`src/rtl/sdp_pkg.sv`:
```
package sdp_pkg;
  typedef enum logic [2:0] {
    ST_IDLE,
    ST_ADDR,
    ST_ADDR_ACK,
    ST_DATA,
    ST_DATA_ACK
  } link_state_t;
endpackage

```
`src/rtl/sdp_sync.sv`:
```
module sdp_sync #(
  parameter int W      = 2,
  parameter int STAGES = 2
) (
  input  logic         clk,
  input  logic         rst_n,
  input  logic         hold,
  input  logic [W-1:0] d,
  output logic [W-1:0] q
);
  logic [STAGES-1:0][W-1:0] stg;

  always_ff @(posedge clk or negedge rst_n) begin
    if (!rst_n)    stg <= '1;
    else if (hold) stg <= '1;
    else           stg <= {stg[STAGES-2:0], d};
  end

  assign q = stg[STAGES-1];
endmodule

```
`src/rtl/sdp_bus_events.sv`:
```
module sdp_bus_events (
  input  logic clk,
  input  logic rst_n,
  input  logic hold,
  input  logic scl_s,
  input  logic sda_s,
  output logic start_ev,
  output logic stop_ev,
  output logic scl_rise,
  output logic scl_fall
);
  logic scl_q, sda_q;

  always_ff @(posedge clk or negedge rst_n) begin
    if (!rst_n) begin
      scl_q <= 1'b1;
      sda_q <= 1'b1;
    end else if (hold) begin
      scl_q <= 1'b1;
      sda_q <= 1'b1;
    end else begin
      scl_q <= scl_s;
      sda_q <= sda_s;
    end
  end

  assign start_ev = scl_s & scl_q & sda_q & ~sda_s;
  assign stop_ev  = scl_s & scl_q & ~sda_q & sda_s;
  assign scl_rise = scl_s & ~scl_q;
  assign scl_fall = ~scl_s & scl_q;
endmodule

```
`src/rtl/sdp_byte_engine.sv`:
```
module sdp_byte_engine
  import sdp_pkg::*;
#(
  parameter int         DATA_W    = 8,
  parameter int         SEL_W     = 2,
  parameter logic [6:0] ADDR_BASE = 7'h0C
) (
  input  logic              clk,
  input  logic              rst_n,
  input  logic              hold,
  input  logic [SEL_W-1:0]  addr_sel,
  input  logic              sda_s,
  input  logic              start_ev,
  input  logic              stop_ev,
  input  logic              scl_rise,
  input  logic              scl_fall,
  output logic              sda_pull,
  output logic              wr_en,
  output logic [DATA_W-1:0] wr_data
);
  localparam int CNT_W = $clog2(DATA_W);
  localparam logic [CNT_W-1:0] LAST_BIT = CNT_W'(DATA_W - 1);

  link_state_t       state;
  logic [CNT_W-1:0]  bit_cnt;
  logic [DATA_W-1:0] shreg;
  logic [DATA_W-1:0] next_byte;
  logic              addr_ok;
  logic              byte_done;

  assign next_byte = {shreg[DATA_W-2:0], sda_s};
  assign byte_done = scl_rise && (bit_cnt == LAST_BIT);
  assign addr_ok   = (next_byte[0] == 1'b0) &&
                     (next_byte[7:SEL_W+1] == ADDR_BASE[6:SEL_W]) &&
                     (next_byte[SEL_W:1] == addr_sel);

  always_ff @(posedge clk or negedge rst_n) begin
    if (!rst_n) begin
      state    <= ST_IDLE;
      bit_cnt  <= '0;
      shreg    <= '0;
      sda_pull <= 1'b0;
    end else if (hold) begin
      state    <= ST_IDLE;
      bit_cnt  <= '0;
      shreg    <= '0;
      sda_pull <= 1'b0;
    end else if (start_ev) begin
      state    <= ST_ADDR;
      bit_cnt  <= '0;
      sda_pull <= 1'b0;
    end else if (stop_ev) begin
      state    <= ST_IDLE;
      sda_pull <= 1'b0;
    end else begin
      unique case (state)
        ST_ADDR, ST_DATA: begin
          if (scl_rise) begin
            shreg   <= next_byte;
            bit_cnt <= bit_cnt + 1'b1;
            if (byte_done) begin
              bit_cnt <= '0;
              if (state == ST_DATA) state <= ST_DATA_ACK;
              else                  state <= addr_ok ? ST_ADDR_ACK : ST_IDLE;
            end
          end
        end
        ST_ADDR_ACK, ST_DATA_ACK: begin
          if (scl_fall) begin
            if (!sda_pull) begin
              sda_pull <= 1'b1;
            end else begin
              sda_pull <= 1'b0;
              state    <= ST_DATA;
              bit_cnt  <= '0;
            end
          end
        end
        default: ;
      endcase
    end
  end

  assign wr_en   = !hold && !start_ev && !stop_ev && (state == ST_DATA) && byte_done;
  assign wr_data = next_byte;
endmodule

```
`src/rtl/sink_dac_i2c_port.sv`:
```
module sink_dac_i2c_port #(
  parameter int         DATA_W      = 8,
  parameter int         SEL_W       = 2,
  parameter int         SYNC_STAGES = 2,
  parameter logic [6:0] ADDR_BASE   = 7'h0C
) (
  input  logic              clk,
  input  logic              rst_n,
  input  logic              clear_i,
  input  logic              sleep_n_i,
  input  logic [SEL_W-1:0]  addr_sel_i,
  input  logic              scl_i,
  input  logic              sda_i,
  output logic              sda_pull_o,
  output logic [DATA_W-1:0] code_o,
  output logic              drive_en_o
);
  logic              hold;
  logic [1:0]        bus_s;
  logic              start_ev, stop_ev, scl_rise, scl_fall;
  logic              wr_en;
  logic [DATA_W-1:0] wr_data;
  logic [DATA_W-1:0] setpoint;

  assign hold = !sleep_n_i;

  sdp_sync #(.W(2), .STAGES(SYNC_STAGES)) u_sync (
    .clk(clk), .rst_n(rst_n), .hold(hold),
    .d({scl_i, sda_i}), .q(bus_s)
  );

  sdp_bus_events u_events (
    .clk(clk), .rst_n(rst_n), .hold(hold),
    .scl_s(bus_s[1]), .sda_s(bus_s[0]),
    .start_ev(start_ev), .stop_ev(stop_ev),
    .scl_rise(scl_rise), .scl_fall(scl_fall)
  );

  sdp_byte_engine #(.DATA_W(DATA_W), .SEL_W(SEL_W), .ADDR_BASE(ADDR_BASE)) u_engine (
    .clk(clk), .rst_n(rst_n), .hold(hold),
    .addr_sel(addr_sel_i), .sda_s(bus_s[0]),
    .start_ev(start_ev), .stop_ev(stop_ev),
    .scl_rise(scl_rise), .scl_fall(scl_fall),
    .sda_pull(sda_pull_o), .wr_en(wr_en), .wr_data(wr_data)
  );

  always_ff @(posedge clk or negedge rst_n) begin
    if (!rst_n)               setpoint <= '0;
    else if (clear_i || hold) setpoint <= '0;
    else if (wr_en)           setpoint <= wr_data;
  end

  assign code_o     = setpoint;
  assign drive_en_o = sleep_n_i && (setpoint != '0);
endmodule

```
`config.mk`:
```
export PLATFORM = sky130hd
export DESIGN_NAME = sink_dac_i2c_port
export DESIGN_NICKNAME = d
export VERILOG_FILES = /design/src/rtl/sdp_pkg.sv /design/src/rtl/sdp_sync.sv /design/src/rtl/sdp_bus_events.sv /design/src/rtl/sdp_byte_engine.sv /design/src/rtl/sink_dac_i2c_port.sv
export SDC_FILE = /design/constraint.sdc
export NUM_CORES = 1
export LEC_CHECK = 0
export ABC_AREA = 0
export BUFFER_PORTS_ARGS = -buffer_cell sky130_fd_sc_hd__clkbuf_2
export CORE_ASPECT_RATIO = 1.1
export CORE_MARGIN = 5
export CORE_UTILIZATION = 37
export CTS_CLUSTER_DIAMETER = 50
export DETAILED_ROUTE_END_ITERATION = 8
export PLACE_DENSITY_LB_ADDON = 0.05
export SKIP_LAST_GASP = 1
export SLEW_MARGIN = 10
export SYNTH_ARGS = -nofsm -noshare
export SYNTH_HDL_FRONTEND = slang
export SYNTH_SLANG_ARGS = --single-unit
```
`constraint.sdc`:
```
create_clock -name clk -period 1.9 [get_ports clk]
set_input_delay 0.38 -clock clk [delete_from_list [all_inputs] [get_ports clk]]
set_output_delay 0.38 -clock clk [all_outputs]
set_load 0.01 [all_outputs]
```
==> impl_metrics.env <==
export IMPL_min_period_over_period_pct=91.3
export IMPL_dieArea_um2=4970
export IMPL_synth_compound_area_share_pct=17.6
export IMPL_synth_area_um2=1350
export IMPL_synth_top_family_by_area="simple AND/OR/NAND/NOR gates"
export IMPL_grt_setup_unrepaired="false"
export IMPL_drt_iter0_drc=88
export IMPL_status="completed"
export IMPL_crit_start="u_engine.bit_cnt[0]"
export IMPL_cts_max_path_buffers=2
export IMPL_cp_top_family="compound AO/OA/AOI/OAI gates"
export IMPL_nets=164
export IMPL_yosysWarningCount=0
export IMPL_ys_seq_elements=28
export IMPL_grt_pass1_wl_um=5240
export IMPL_timing_rr_start="u_engine.bit_cnt[0]"
export IMPL_finClkSkew_ns=0.00519
export IMPL_io_buffer_count=17
export IMPL_cts_clk_slew_worst_paths_ns=0.10
export IMPL_path_max_fanout=4
export IMPL_clock_root_buffer="clkbuf_8"
export IMPL_synth_cell_types=37
export IMPL_worstSkewPairLatency_ns=0.27
export IMPL_grt_util_met1_pct=18.6
export IMPL_drv_slew=0
export IMPL_syn2layout_area_growth_pct=15.9
export IMPL_wl_um=3060
export IMPL_synth_top_area_share_pct=40.7
export IMPL_reg2reg_depth=6
export IMPL_drv_cap=0
export IMPL_worst_pin_slew_ns=0.676
export IMPL_gp_congestion=0.764
export IMPL_grt_busiest_layer="met2"
export IMPL_synthCells=136
export IMPL_regToRegSetupSlack_ns=0.16
export IMPL_synth_simple_area_share_pct=21.7
export IMPL_pin_count=18
export IMPL_cts_sinks=28
export IMPL_synth_most_common_cell="dfrtp_1"
export IMPL_drc=0
export IMPL_dpl_hpwl_um=2240
export IMPL_critPathSlowestCell="dfrtp_1"
export IMPL_cp_start_kind="flip-flop"
export IMPL_arrival_ns=1.95
export IMPL_utilization_pct=43.6
export IMPL_grt_max_degree=29
export IMPL_cts_buffers=3
export IMPL_synth_common_cells="dfrtp_1, nand2_1, a21oi_1"
export IMPL_grt_pass1_vias=1093
export IMPL_die_x_um=67.6
export IMPL_yosysSeqAreaShare_pct=52.4
export IMPL_routed_via_density=5.30
export IMPL_synthMuxAreaShare_pct=0
export IMPL_grtUsageMet3_pct=2.14
export IMPL_final_hold_viol_count=0
export IMPL_tns_ns=0
export IMPL_path_buf_inv=0
export IMPL_overflow=0
export IMPL_crit_path_end="u_engine.state[2]"
export IMPL_slew_headroom_pct=54.9
export IMPL_synth_largest_area_cell="dfrtp_1"
export IMPL_rows=23
export IMPL_critPathRequiredTime_ns=2.12
export IMPL_drive_gt1_share_pct=22.2
export IMPL_synth_adder_area_share_pct=1.85
export IMPL_crit_path_frequent_cell="ha_1"
export IMPL_grtUsageMet2_pct=22.5
export IMPL_cp_depth=6
export IMPL_cp_cell_sequence="ha_1 -> ha_1 -> and3b_1 -> a21oi_1 -> and2_1 -> a32o_1"
export IMPL_min_path_type="input port to asynchronous set/reset pin"
export IMPL_hold_buffers=0
export IMPL_power_density_nw_per_um2=722
export IMPL_synth_edff_count=0
export IMPL_leakagePower_nw=0.671
export IMPL_synth_xor_area_share_pct=3.24
export IMPL_track_usage_pct=13.9
export IMPL_dr_pass1_iters=4
export IMPL_cts_htree_levels=1
export IMPL_min_period_ns=1.74
export IMPL_setup_violations_final=0
export IMPL_diodes=0
export IMPL_r2r_end="u_engine.state[2]"
export IMPL_avgRoutedWirePerCell_um=15.1
export IMPL_synth_flop_cell="dfrtp_1"
export IMPL_ant_nets=0
export IMPL_cts_tree="done"
export IMPL_syn_avg_cell_area_um2=9.95
export IMPL_syn_nets=146
export IMPL_crit_path_max_incr_delay_ns=0.41
export IMPL_vias=1076
export IMPL_ir_drop_v=0.000286
export IMPL_start_util_pct=37.6
export IMPL_crit_type="flip-flop to flip-flop"
export IMPL_ys_async_sr_fraction_pct=100
export IMPL_core_um2=3600
export IMPL_antenna_found_initial=0
export IMPL_end_kind="flip-flop"
export IMPL_die_y_um=73.4
export IMPL_yosys_top_cells_area="dfrtp_1, dfstp_2, a21oi_1"
export IMPL_fmax_mhz=576
[worst min path at each step]
stage          cells after the start   from  slack [ns]        end
5_1_grt                            1  rst_n        0.19  code_o[5]
3_5_place_dp                       1  rst_n        0.46  code_o[1]
4_1_cts                            1  rst_n        0.15  code_o[1]
3_3_place_gp                       1  rst_n        0.45  code_o[3]
2_1_floorplan                      0  rst_n        0.08  code_o[0]
6_report                           1  rst_n        0.12  code_o[3]
[cell families (layout without fill, tap and decap cells)]
family                   after synthesis  in the layout
AND/OR/NAND/NOR                       53             53
XOR/XNOR                               5              5
AO/OA/AOI/OAI                         38             38
flip-flops                            28             28
buffers and inverters                 10             27
adder cells (fa/ha/maj)                2              2
[per-stage QoR]
step           hold slack [ns]  total power [W]  std cells  instance area [um^2]  setup slack (ns)
2_1_floorplan           0.0844         0.000649        136                  1350             0.341
3_3_place_gp             0.453         0.000679        199                  1490             0.282
3_5_place_dp             0.459         0.000680        199                  1490             0.223
4_1_cts                  0.154          0.00115        203                  1560             0.198
5_1_grt                  0.193          0.00119        203                  1570            0.0373
6_report                 0.122          0.00113        203                  1570             0.164
[flip-flops by register name (all words and copies together), names as in the netlist]
| name | flops |
|---|---|
| code_o | 8 |
| u_engine.bit_cnt | 3 |
| u_engine.sda_pull | 1 |
| u_engine.shreg | 7 |
| u_engine.state | 3 |
| u_events.scl_q | 1 |
| u_events.sda_q | 1 |
| u_sync.q | 2 |
| u_sync.stg | 2 |
[cell usage in the layout (no fill, tap or decap), drive strengths merged]
cell type  Yosys  final
a21boi         1      1
a21oi         18     18
a221o          1      1
a32o           1      1
and2           1      1
and2b          1      1
and3b          2      2
buf            2      3
bufinv         0      1
clkbuf         5     20
dfrtp         22     22
dfstp          6      6
ha             2      2
inv            3      3
nand2         19     19
nand2b         6      6
nand3         10     10
nand3b         1      1
nand4          3      3
nand4b         2      2
nand4bb        1      1
nor2           1      1
nor4           2      2
nor4b          2      2
o2111a         1      1
o2111ai        2      2
o21a           1      1
o21ai          9      9
o22ai          1      1
o31a           1      1
o31ai          2      2
or2            1      1
or3            1      1
xnor2          3      3
xor2           2      2
[routing by layer]
layer	routed length, um	vias up
met4	37	0
li1	-	520
met1	1390	521
met3	149	4
met5	0	-
met2	1490	31
[worst reg2reg max path: stages, from the launching register on]
cell	delay (ns)
dfrtp_1	0.41
ha_1	0.21
ha_1	0.19
and3b_1	0.21
a21oi_1	0.29
and2_1	0.21
a32o_1	0.16
[report_power, final]
group / internal, W / switching [W] / total [W]
logic: 0.0000186 / 0.0000385 / 0.0000571
clock network: 0.000282 / 0.000182 / 0.000463
registers: 0.000605 / 0.00000617 / 0.000612
total: 0.000906 / 0.000226 / 0.00113
[final cells by class]
type	instances	area, um^2
clock buffer	3	41.3
multi-input combinational	98	607
sequential	28	708
inverter	3	11.3
tap	50	62.6
clock inverter	1	30.0
fill	371	2030
timing repair buffer	20	108
[timing repair]
item                                    4_1_cts  5_1_grt
gates resized for setup                       0        1
endpoints found under the setup margin        0        2
setup buffers                                 0        0
Note: power is estimated with default switching activity, not from simulation.
